===== src/rtl/irq_ident_pkg.sv =====
package irq_ident_pkg;
  localparam int NUM_LATCHED = 4;
  localparam int CODE_W      = 4;

  // latch indices, in priority order
  localparam int IX_LINE  = 0;
  localparam int IX_RXTO  = 1;
  localparam int IX_THRE  = 2;
  localparam int IX_MODEM = 3;

  localparam logic [CODE_W-1:0] ID_NONE  = 4'b0001;
  localparam logic [CODE_W-1:0] ID_LINE  = 4'b0110;
  localparam logic [CODE_W-1:0] ID_RXD   = 4'b0100;
  localparam logic [CODE_W-1:0] ID_RXTO  = 4'b1100;
  localparam logic [CODE_W-1:0] ID_THRE  = 4'b0010;
  localparam logic [CODE_W-1:0] ID_MODEM = 4'b0000;
endpackage


===== src/rtl/irq_pend_bank.sv =====
module irq_pend_bank #(
  parameter int N = 4
) (
  input  logic         clk,
  input  logic         rst,
  input  logic [N-1:0] set_i,
  input  logic [N-1:0] clr_i,
  output logic [N-1:0] pend_nxt
);
  logic [N-1:0] pend_q;

  for (genvar i = 0; i < N; i++) begin : g_bit
    // a new event outranks a clear arriving in the same cycle
    assign pend_nxt[i] = set_i[i] | (pend_q[i] & ~clr_i[i]);

    always_ff @(posedge clk) begin
      if (rst) pend_q[i] <= 1'b0;
      else     pend_q[i] <= pend_nxt[i];
    end

    a_r12_set_wins: assert property (@(posedge clk) disable iff (rst)
      set_i[i] |=> pend_q[i]);
    a_r3_hold_until_clear: assert property (@(posedge clk) disable iff (rst)
      (pend_q[i] && !clr_i[i]) |=> pend_q[i]);
    a_r9_clear_drops: assert property (@(posedge clk) disable iff (rst)
      (clr_i[i] && !set_i[i]) |=> !pend_q[i]);
  end
endmodule


===== src/rtl/irq_prio_enc.sv =====
module irq_prio_enc
  import irq_ident_pkg::*;
(
  input  logic              line_v,
  input  logic              rxto_v,
  input  logic              rxd_v,
  input  logic              thre_v,
  input  logic              modem_v,
  output logic [CODE_W-1:0] code
);
  always_comb begin
    if (line_v)       code = ID_LINE;
    else if (rxto_v)  code = ID_RXTO;
    else if (rxd_v)   code = ID_RXD;
    else if (thre_v)  code = ID_THRE;
    else if (modem_v) code = ID_MODEM;
    else              code = ID_NONE;
  end
endmodule


===== src/rtl/irq_prio_ident.sv =====
module irq_prio_ident
  import irq_ident_pkg::*;
(
  input  logic        clk,
  input  logic        rst,
  input  logic        fifo_mode,
  input  logic [3:0]  src_en,
  input  logic        line_err_evt,
  input  logic        rx_avail,
  input  logic        rx_timeout_evt,
  input  logic        thre_evt,
  input  logic        modem_chg_evt,
  input  logic        rd_ident,
  input  logic        rd_line,
  input  logic        rd_rxbuf,
  input  logic        rd_modem,
  input  logic        wr_thr,
  output logic [3:0]  ident_code,
  output logic        irq
);
  logic [NUM_LATCHED-1:0] set_v, clr_v, pend_nxt;
  logic [CODE_W-1:0]      code_d;
  logic                   shows_thre;

  // the clear uses the code held now, not the one being computed
  assign shows_thre = (ident_code == ID_THRE);

  always_comb begin
    set_v           = '0;
    clr_v           = '0;
    set_v[IX_LINE]  = line_err_evt;
    clr_v[IX_LINE]  = rd_line;
    set_v[IX_RXTO]  = rx_timeout_evt;
    clr_v[IX_RXTO]  = rd_rxbuf;
    set_v[IX_THRE]  = thre_evt;
    clr_v[IX_THRE]  = wr_thr | (rd_ident & shows_thre);
    set_v[IX_MODEM] = modem_chg_evt;
    clr_v[IX_MODEM] = rd_modem;
  end

  irq_pend_bank #(.N(NUM_LATCHED)) u_bank (
    .clk      (clk),
    .rst      (rst),
    .set_i    (set_v),
    .clr_i    (clr_v),
    .pend_nxt (pend_nxt)
  );

  irq_prio_enc u_enc (
    .line_v  (src_en[0] & pend_nxt[IX_LINE]),
    .rxto_v  (src_en[1] & fifo_mode & pend_nxt[IX_RXTO]),
    .rxd_v   (src_en[1] & (rx_avail | pend_nxt[IX_RXTO])),
    .thre_v  (src_en[2] & pend_nxt[IX_THRE]),
    .modem_v (src_en[3] & pend_nxt[IX_MODEM]),
    .code    (code_d)
  );

  always_ff @(posedge clk) begin
    if (rst) begin
      ident_code <= ID_NONE;
      irq        <= 1'b0;
    end else begin
      ident_code <= code_d;
      irq        <= ~code_d[0];
    end
  end

  a_r2_irq_tracks_code: assert property (@(posedge clk) disable iff (rst)
    irq == !ident_code[0]);
  a_r6_bit3_fifo_only: assert property (@(posedge clk) disable iff (rst)
    !$past(fifo_mode) |-> !ident_code[3]);
  a_r11_masked_line: assert property (@(posedge clk) disable iff (rst)
    (ident_code == ID_LINE) |-> $past(src_en[0]));
  a_r8_ident_read_clears: assert property (@(posedge clk) disable iff (rst)
    (rd_ident && ident_code == ID_THRE && !thre_evt) |=> ident_code != ID_THRE);
endmodule


===== config.mk =====
export PLATFORM = sky130hd
export DESIGN_NAME = irq_prio_ident
export DESIGN_NICKNAME = d
export VERILOG_FILES = /design/src/rtl/irq_ident_pkg.sv /design/src/rtl/irq_pend_bank.sv /design/src/rtl/irq_prio_enc.sv /design/src/rtl/irq_prio_ident.sv
export SDC_FILE = /design/constraint.sdc
export NUM_CORES = 1
export LEC_CHECK = 0
export BUFFER_PORTS_ARGS = -buffer_cell sky130_fd_sc_hd__buf_4
export CAP_MARGIN = 5
export CORE_AREA = 2 2 39 41
export DETAILED_ROUTE_END_ITERATION = 12
export DIE_AREA = 0 0 41 43
export GPL_TIMING_DRIVEN = 0
export PLACE_DENSITY_LB_ADDON = 0.08
export SYNTH_ARGS = -nofsm -noshare
export SYNTH_HDL_FRONTEND = slang
export SYNTH_SLANG_ARGS = --single-unit

===== constraint.sdc =====
create_clock -name clk -period 1 [get_ports clk]
set_input_delay 0 -clock clk [delete_from_list [all_inputs] [get_ports clk]]
set_output_delay 0 -clock clk [all_outputs]
set_load 0.005 [all_outputs]

==> impl_metrics.json, run 1 <==
{
  "power_mw": 0.826,
  "dr.pass1.iters": 4,
  "dr.first_iter.drc_count": 2,
  "min_period_ns": 0.998,
  "cts_made_buffers": 3,
  "p_per_area_nw_per_um2": 1320,
  "ir_drop_v": 0.000512,
  "nets": 81,
  "area_growth_pct": 66.2,
  "dieArea_um2": 1760,
  "finalHoldViolCount": 3,
  "numPortBuffers": 21,
  "detail-route-antenna-nets": 0,
  "pre_cts_ws_ns": 0.0140,
  "crit_required_ns": 1.15,
  "antenna_found_initial": 0,
  "cts.path.max_buffers": 2,
  "core.rowCount": 14,
  "tightestPinTransition_ns": 0.177,
  "p_leak_nw": 0.281,
  "antenna_cells": 0,
  "cp_max_fo": 3,
  "io_pins": 22,
  "clock_latency_ns": 0.25,
  "clkTransAtPathRegs_ns": 0.06,
  "remaining_drc_errors": 0,
  "violations": "negative hold slack",
  "die_y_um": 43,
  "root_buffer": "clkbuf_4",
  "hp-class": "input pin to register",
  "regArea_um2": 183,
  "grt_pass1_vias": 304,
  "grt_use_total_pct": 9.98,
  "nFillCells": 150,
  "core-area_um2": 1380,
  "ys_seq_area_share_pct": 47.7,
  "die_w_um": 41,
  "end_kind": "register",
  "wl_um": 715,
  "worst_slack_ns": 0.00216,
  "cts-htree-levels": 1,
  "via_count": 329,
  "status": "complete, but fails checks",
  "setup_viol": 0,
  "slew_headroom_pct": 88.1,
  "synth_area_um2": 378,
  "synthCells": 35,
  "synthesis.nets": 52,
  "worstPathArrival_ns": 1.14,
  "rsz0062_at_grt": "true",
  "drv_slew": 0,
  "synth_cell_types": 20,
  "dp_hpwl_um": 558,
  "clock_skew_ns": 0.000255,
  "drv_cap": 0,
  "grt_pass1_wl_um": 1150,
  "crit_type": "register to register",
  "whs_ns": -0.0207,
  "grt_max_degree": 9,
  "multi_input_area_um2": 208,
  "drive_gt1_share_pct": 50.8,
  "ys_ff_latch": 9,
  "avgViaCountPerCell": 4.16,
  "cts_tree": "done",
  "fmaxAchievable_ghz": 1.00,
  "start_kind": "register",
  "avgRoutedWirePerCell_um": 9.05,
  "floorplan.initialDensity_pct": 27.3,
  "period_share_pct": 99.8,
  "syn_area_per_cell_um2": 10.8,
  "grt_overflow": 0,
  "ys_warn_count": 0,
  "gp_congestion": 0.573,
  "clock-sinks": 9
}
[what timing repair did]
item,CTS,global route
gates resized for setup,0,4
hold buffers,2,1
hold endpoints to repair,5,4
setup endpoints to repair,0,3
buffers inserted,0,0
[worst max-delay path: stages (launching register included)]
cell and delay (ns):
dfxtp_2 0.31, nor2b_4 0.16, o21ai_4 0.07, o22ai_2 0.16, and3b_1 0.19
[path summary, 6_finish.rpt]
| kind | startpoint | to | slack [ns] | depth (start not counted) |
|---|---|---|---|---|
| worst max register to register | u_bank.pend_q[0]$_SDFF_PP0_ | ident_code[0]$_SDFF_PP1_ | 0.002 | 4 |
| worst min register to register | u_bank.pend_q[3]$_SDFF_PP0_ | u_bank.pend_q[3]$_SDFF_PP0_ | 0.47 | 2 |
| worst max-delay path | u_bank.pend_q[0]$_SDFF_PP0_ | ident_code[0]$_SDFF_PP1_ | 0.002 | 4 |
| worst min-delay path | rst | u_bank.pend_q[2]$_SDFF_PP0_ | -0.02 | 2 |
[where the power goes]
group | internal, mW | total (mW) | leakage [nW] | switching, mW
registers | 0.388 | 0.397 | 0.0758 | 0.00926
clock network | 0.153 | 0.265 | 0.0150 | 0.112
logic | 0.108 | 0.164 | 0.190 | 0.0567
total | 0.648 | 0.826 | 0.281 | 0.178
[layer usage]
layer	wire, um	track usage [%]	share of wire [%]	up-vias
li1	-	-	-	176
met1	308	11.4	43	137
met2	332	14.4	46	16
met5	0	0	0	-
met4	0	6.00	0	0
met3	73	4.71	10	0
[synthesized netlist by cell type]
master    count  area share, %
nand2b_1      2            3.3
nor3_2        1            2.6
o21ba_1       1            2.6
dfxtp_1       9             48
nor2_1        4            4.0
nand2_1       1           0.99
nand3b_1      1            2.0
and4_1        1            2.3
a21oi_1       2            2.6
o22ai_1       1            1.7
and2b_1       1            2.0
clkinv_1      1           0.99
nand4b_1      1            2.3
o21ai_2       1            2.3
and3b_1       1            2.3
o21ai_1       1            1.3
nor2b_4       2            7.3
nor2b_1       2            3.3
o21bai_4      1            5.0
o22ai_2       1            3.3
[cell type report]
class,count,share of cell area (%)
clock buffers,4,4.18
inverters,1,0.598
multi-input cells,25,33.1
flip-flops and latches,9,29.1
well taps,16,3.19
repair buffers,24,29.9
[flip-flops by register name, indices dropped and copies added (netlist names)]
signal         cells
u_bank.pend_q      4
irq                1
ident_code         4
[kinds of logic after synthesis]
family / count (synthesis) / synth area share [%]
AO/OA/AOI/OAI: 8 / 18.9
buffers and inverters: 1 / 0.992
AND/OR/NAND/NOR: 17 / 32.5
flip-flops: 9 / 47.7
[cell usage in the layout (no fill, tap or decap), drive strengths merged]
cell | netlist | routed
o22ai | 2 | 2
dfxtp | 9 | 9
and4 | 1 | 1
nand2 | 1 | 1
buf | 0 | 21
nor2 | 4 | 4
nand3b | 1 | 1
o21ba | 1 | 1
nand2b | 2 | 2
clkinv | 1 | 1
o21ai | 2 | 2
and2b | 1 | 1
a21oi | 2 | 2
and3b | 1 | 1
dlygate4sd3 | 0 | 3
o21bai | 1 | 1
nor2b | 4 | 4
nand4b | 1 | 1
nor3 | 1 | 1
clkbuf | 0 | 4
[through the flow]
step / cell area, um2 / hold WS (ns) / util (%) / TNS, ns / std cells
CTS: 602 / -0.0261 / 43.5 / 0 / 78
detailed placement: 556 / 0.240 / 40.1 / 0 / 72
global placement: 556 / 0.241 / 40.1 / 0 / 72
global route: 628 / -0.0289 / 45.4 / -0.0777 / 79
finish: 628 / -0.0207 / 45.4 / 0 / 79
floorplan: 378 / 0.0724 / - / 0 / 35
No activity file was read; power rests on OpenSTA's default activity.
==> inputs of run 2 (changes only) <==
--- a/config.mk
+++ b/config.mk
@@ -8,10 +8,11 @@
 export BUFFER_PORTS_ARGS = -buffer_cell sky130_fd_sc_hd__buf_4
 export CAP_MARGIN = 5
 export CORE_AREA = 2 2 39 41
+export CTS_BUF_LIST = sky130_fd_sc_hd__clkbuf_8
 export DETAILED_ROUTE_END_ITERATION = 12
 export DIE_AREA = 0 0 41 43
 export GPL_TIMING_DRIVEN = 0
-export PLACE_DENSITY_LB_ADDON = 0.08
+export PLACE_DENSITY_LB_ADDON = 0.1
 export SYNTH_ARGS = -nofsm -noshare
 export SYNTH_HDL_FRONTEND = slang
 export SYNTH_SLANG_ARGS = --single-unit
==> run 2 against run 1 <==
  * The run ends with negative setup slack left
  * Flip-flop and latch count is the same
  * Combinational power is 7% lower
  * Cell area decreased by 0.80%
  * Clock skew is 0.0024 ns higher
  * Largest cell class unchanged
==> impl_metrics.json, run 2 (same netlist as run 1, synthesis figures left out) <==
{
  "status": "complete, but fails checks",
  "violations": "negative setup slack",
  "drive_gt1_share_pct": 54.8,
  "holdCritStartpoint": "line_err_evt",
  "dr.first_iter.drc_count": 0,
  "rsz0062_at_grt": "true",
  "area_growth_pct": 64.9,
  "fin_cells": 78,
  "detail-route-antenna-nets": 0,
  "period_share_pct": 101,
  "worst_slack_ns": -0.00586,
  "reg2reg_slack_ns": -0.006,
  "min_period_ns": 1.01,
  "nets": 80,
  "r2r.worst_path.cells": 4,
  "cts_tree": "done",
  "path_cells": "nor2_2 > nand4b_1 > o21bai_4 > and3b_1",
  "p_per_area_nw_per_um2": 1550,
  "layout_common_cells": "buf_4, dfxtp_1, nor2_1, clkbuf_8",
  "die_y_um": 43,
  "dieArea_um2": 1760,
  "cts_made_buffers": 3,
  "crit_type": "register to register",
  "met1Wirelength_um": 321,
  "r2r_start": "ident_code[3]$_SDFF_PP0_",
  "highest-signal-layer": "met3",
  "hold_end": "u_bank.pend_q[0]$_SDFF_PP0_",
  "drv_cap": 0,
  "grt_max_degree": 9,
  "placed_cell_area_um2": 556,
  "worstReg2RegEnd": "ident_code[0]$_SDFF_PP1_",
  "route.met2.wl_um": 315,
  "wl_um": 707,
  "utilization_pct": 45.0,
  "clkTransAtPathRegs_ns": 0.05,
  "dr.pass1.iters": 1,
  "power_mw": 0.964,
  "whs_ns": 0.00304,
  "core-area_um2": 1380,
  "cts-htree-levels": 1,
  "gp_congestion": 0.561,
  "final_common_cell": "buf_4",
  "start_kind": "register",
  "worstHoldPathCells": 2,
  "antenna_found_initial": 0,
  "fmaxAchievable_ghz": 0.994,
  "floorplan.initialDensity_pct": 27.3,
  "clock_latency_ns": 0.23,
  "drv_slew": 0,
  "cp_top_family": "simple AND/OR/NAND/NOR gates",
  "remaining_drc_errors": 0,
  "cp_slowest_stage_delay_ns": 0.32,
  "setup_viol": 1,
  "end_kind": "register",
  "tightestPinTransition_ns": 0.181,
  "cp_max_fo": 3,
  "grt_overflow": 0,
  "slew_headroom_pct": 87.9,
  "pre_cts_ws_ns": 0.00260,
  "grt_use_total_pct": 10.1,
  "reg_top3": "ident_code (4), u_bank.pend_q (4), irq (1)",
  "hold_buffers": 1,
  "crit_buf_inv": 0,
  "grt_pass1_wl_um": 1200,
  "die_w_um": 41,
  "via_count": 324,
  "dp.cells": 72,
  "avgViaCountPerCell": 4.15,
  "grt_pass1_vias": 300,
  "cp_slowest_cell": "dfxtp_2",
  "avgRoutedWirePerCell_um": 9.06,
  "crit_required_ns": 1.17,
  "root_buffer": "clkbuf_8",
  "ir_drop_v": 0.000703,
  "worstPathArrival_ns": 1.18,
  "clock_skew_ns": 0.00263,
  "cts.path.max_buffers": 2,
  "final.setup.tns_ns": -0.00586,
  "io_pins": 22,
  "finalHoldViolCount": 0,
  "numPortBuffers": 21,
  "p_leak_nw": 0.285,
  "hp-class": "input pin to register",
  "stdcell_area_um2": 623,
  "core.rowCount": 14,
  "met3_length_um": 70,
  "clock-sinks": 9,
  "antenna_cells": 0
}
[run 2: final cells by class]
type / count / area, um2
fill: 143 / 761
multi-input combinational: 25 / 196
sequential: 9 / 181
timing repair buffer: 23 / 175
clock buffer: 3 / 41.3
tap: 16 / 20.0
clock inverter: 1 / 5.00
inverter: 1 / 3.75
[run 2: layer usage]
metal | GRT usage [%] | vias up
li1 | - | 177
met1 | 13.2 | 133
met2 | 13.8 | 14
met3 | 4.71 | 0
met4 | 4.00 | 0
met5 | 0 | -
[run 2: power by group]
group,internal (mW),switching (mW)
Combinational,0.101,0.0507
Clock,0.271,0.142
Sequential,0.388,0.00996
[run 2: how the worst max path moves through the flow]
stage | depth (start not counted) | to | from | slack [ns]
CTS | 4 | ident_code[0]$_SDFF_PP1_ | ident_code[3]$_SDFF_PP0_ | -0.002
floorplan | 4 | ident_code[0]$_SDFF_PP1_ | u_bank.pend_q[0]$_SDFF_PP0_ | 0.08
global route | 4 | ident_code[0]$_SDFF_PP1_ | u_bank.pend_q[0]$_SDFF_PP0_ | -0.05
finish | 4 | ident_code[0]$_SDFF_PP1_ | ident_code[3]$_SDFF_PP0_ | -0.006
global placement | 4 | ident_code[0]$_SDFF_PP1_ | ident_code[3]$_SDFF_PP0_ | 0.01
detailed placement | 4 | ident_code[0]$_SDFF_PP1_ | ident_code[3]$_SDFF_PP0_ | 0.003
[run 2: timing repair]
action,4_1_cts,5_1_grt
hold endpoints to repair,1,1
resized for setup,1,1
buffers inserted,0,1
pin swaps,1,3
endpoints found under the setup margin,1,3
==> inputs of run 3 (changes only) <==
--- a/config.mk
+++ b/config.mk
@@ -7,10 +7,10 @@
 export LEC_CHECK = 0
 export BUFFER_PORTS_ARGS = -buffer_cell sky130_fd_sc_hd__buf_4
 export CAP_MARGIN = 5
-export CORE_AREA = 2 2 39 41
+export CORE_AREA = 5 5 42 44
 export CTS_BUF_LIST = sky130_fd_sc_hd__clkbuf_8
 export DETAILED_ROUTE_END_ITERATION = 12
-export DIE_AREA = 0 0 41 43
+export DIE_AREA = 0 0 47 49
 export GPL_TIMING_DRIVEN = 0
 export PLACE_DENSITY_LB_ADDON = 0.1
 export SYNTH_ARGS = -nofsm -noshare
==> run 3 against run 2 <==
  * The run still ends with negative setup slack left
  * Non-clock buffer count did not move
  * Total power decreased by 0.11%
  * Clock skew fell by 0.0012 ns
  * Critical path depth did not move
  * Sequential share of layout area decreased by 0.23 points
  * Wire length up 20%
  * Critical endpoint unchanged
==> impl_metrics.json, run 3 (same netlist as run 1, synthesis figures left out) <==
{
  "worstPathArrival_ns": 1.13,
  "dieArea_um2": 2300,
  "violations": "negative setup slack",
  "cts_made_buffers": 3,
  "p_leak_nw": 0.289,
  "hp-class": "input pin to register",
  "reg2reg_slack_ns": -0.01,
  "area_growth_pct": 66.2,
  "cp_slowest_stage_delay_ns": 0.30,
  "crit_required_ns": 1.12,
  "dr.first_iter.drc_count": 5,
  "power_mw": 0.963,
  "clkTransAtPathRegs_ns": 0.04,
  "via_count": 338,
  "cts_tree": "done",
  "wl_um": 849,
  "start_kind": "register",
  "cp_top_family": "simple AND/OR/NAND/NOR gates",
  "reg_top3": "ident_code (4), u_bank.pend_q (4), irq (1)",
  "antenna_found_initial": 0,
  "drive_gt1_share_pct": 54.8,
  "cts.path.max_buffers": 2,
  "detail-route-antenna-nets": 0,
  "pre_cts_ws_ns": 0.00941,
  "hold_end": "u_bank.pend_q[2]$_SDFF_PP0_",
  "dp_hpwl_um": 651,
  "end_kind": "register",
  "remaining_drc_errors": 0,
  "core-area_um2": 1400,
  "clock-sinks": 9,
  "final_common_cell": "buf_4",
  "rsz0062_at_grt": "true",
  "grt_use_total_pct": 9.05,
  "grt_pass1_vias": 360,
  "grt_max_degree": 9,
  "setup_viol": 1,
  "tightestPinTransition_ns": 0.192,
  "worstHoldPathCells": 2,
  "drv_slew": 0,
  "final.setup.tns_ns": -0.0136,
  "io_pins": 22,
  "fmaxAchievable_ghz": 0.987,
  "numPortBuffers": 21,
  "grt_pass1_wl_um": 1440,
  "startpoint": "u_bank.pend_q[0]$_SDFF_PP0_",
  "r2r_start": "u_bank.pend_q[0]$_SDFF_PP0_",
  "multi_input_area_um2": 203,
  "slew_headroom_pct": 87.1,
  "clock_latency_ns": 0.23,
  "cp_max_fo": 3,
  "cts-htree-levels": 1,
  "status": "complete, but fails checks",
  "min_period_ns": 1.01,
  "path_cells": "nor2b_4 > o21ai_2 > o22ai_2 > and3b_1",
  "floorplan.initialDensity_pct": 27.0,
  "p_per_area_nw_per_um2": 1530,
  "core.rowCount": 14,
  "dr.pass1.iters": 2,
  "crit_buf_inv": 0,
  "root_buffer": "clkbuf_8",
  "crit_type": "register to register",
  "die_w_um": 47,
  "grt_overflow": 0,
  "holdCritStartpoint": "rst",
  "r2r.worst_path.cells": 4,
  "worst_slack_ns": -0.0136,
  "gp_congestion": 0.612,
  "drv_cap": 0,
  "antenna_cells": 0,
  "nFillCells": 151,
  "avgViaCountPerCell": 4.33,
  "period_share_pct": 101,
  "avgRoutedWirePerCell_um": 10.9,
  "worstReg2RegEnd": "ident_code[0]$_SDFF_PP1_",
  "ir_drop_v": 0.00114,
  "die_y_um": 49,
  "nets": 80,
  "regArea_um2": 181,
  "cp_slowest_cell": "dfxtp_1",
  "finalHoldViolCount": 0,
  "clock_skew_ns": 0.00139,
  "layout_common_cells": "buf_4, dfxtp_1, nor2_1, clkbuf_8"
}
-- run 3: cell count changes in the layout (fill, tap and decap cells not counted), sizes merged --
cell	before	now
clkinv	2	1
inv	0	1
-- run 3: power breakdown --
| group | switching [mW] | internal, mW |
|---|---|---|
| sequential | 0.0105 | 0.388 |
| clock | 0.140 | 0.267 |
| combinational | 0.0544 | 0.103 |
-- run 3: worst reg2reg max path: stages, from the launching register on --
cell	delay, ns
dfxtp_1	0.30
nor2b_4	0.14
o21ai_2	0.08
o22ai_2	0.18
and3b_1	0.20
-- run 3: worst max-delay path by stage --
stage / endpoint / slack, ns / depth (start not counted)
finish: ident_code[0]$_SDFF_PP1_ / -0.01 / 4
global route: ident_code[0]$_SDFF_PP1_ / -0.09 / 4
detailed placement: ident_code[0]$_SDFF_PP1_ / 0.009 / 4
CTS: ident_code[0]$_SDFF_PP1_ / -0.02 / 4
global placement: ident_code[0]$_SDFF_PP1_ / 0.006 / 4
floorplan: ident_code[0]$_SDFF_PP1_ / 0.08 / 4
-- run 3: cell type report --
type / instances / share of cell area (%)
Clock buffer: 3 / 6.57
Inverter: 1 / 0.598
Tap cell: 16 / 3.19
Multi-Input combinational cell: 25 / 32.3
Timing Repair Buffer: 23 / 27.9
Sequential cell: 9 / 28.9
Clock inverter: 1 / 0.598
-- run 3: metal layers --
| metal | vias to the layer above | wire length [um] | track usage [%] |
|---|---|---|---|
| met3 | 2 | 93 | 5.54 |
| met1 | 145 | 344 | 9.58 |
| met5 | - | 0 | 0 |
| met4 | 0 | 16 | 5.53 |
| li1 | 176 | - | - |
| met2 | 15 | 394 | 13.1 |
-- run 3: what timing repair did --
item / CTS / global route
pin swaps: 1 / 3
endpoints found under the setup margin: 1 / 4
endpoints found under the hold margin: 1 / 0
gates resized for setup: 0 / 3
buffers inserted: 0 / 1
hold buffers: 1 / 0
-- run 3: through the flow --
step	util, %	cell area [um2]	std cells	hold slack [ns]
5_1_grt	44.8	628	78	0.0116
3_5_place_dp	39.6	556	72	0.237
6_report	44.8	628	78	0.0130
4_1_cts	43.6	611	77	0.00741
3_3_place_gp	39.6	556	72	0.236
2_1_floorplan	-	378	35	0.0724
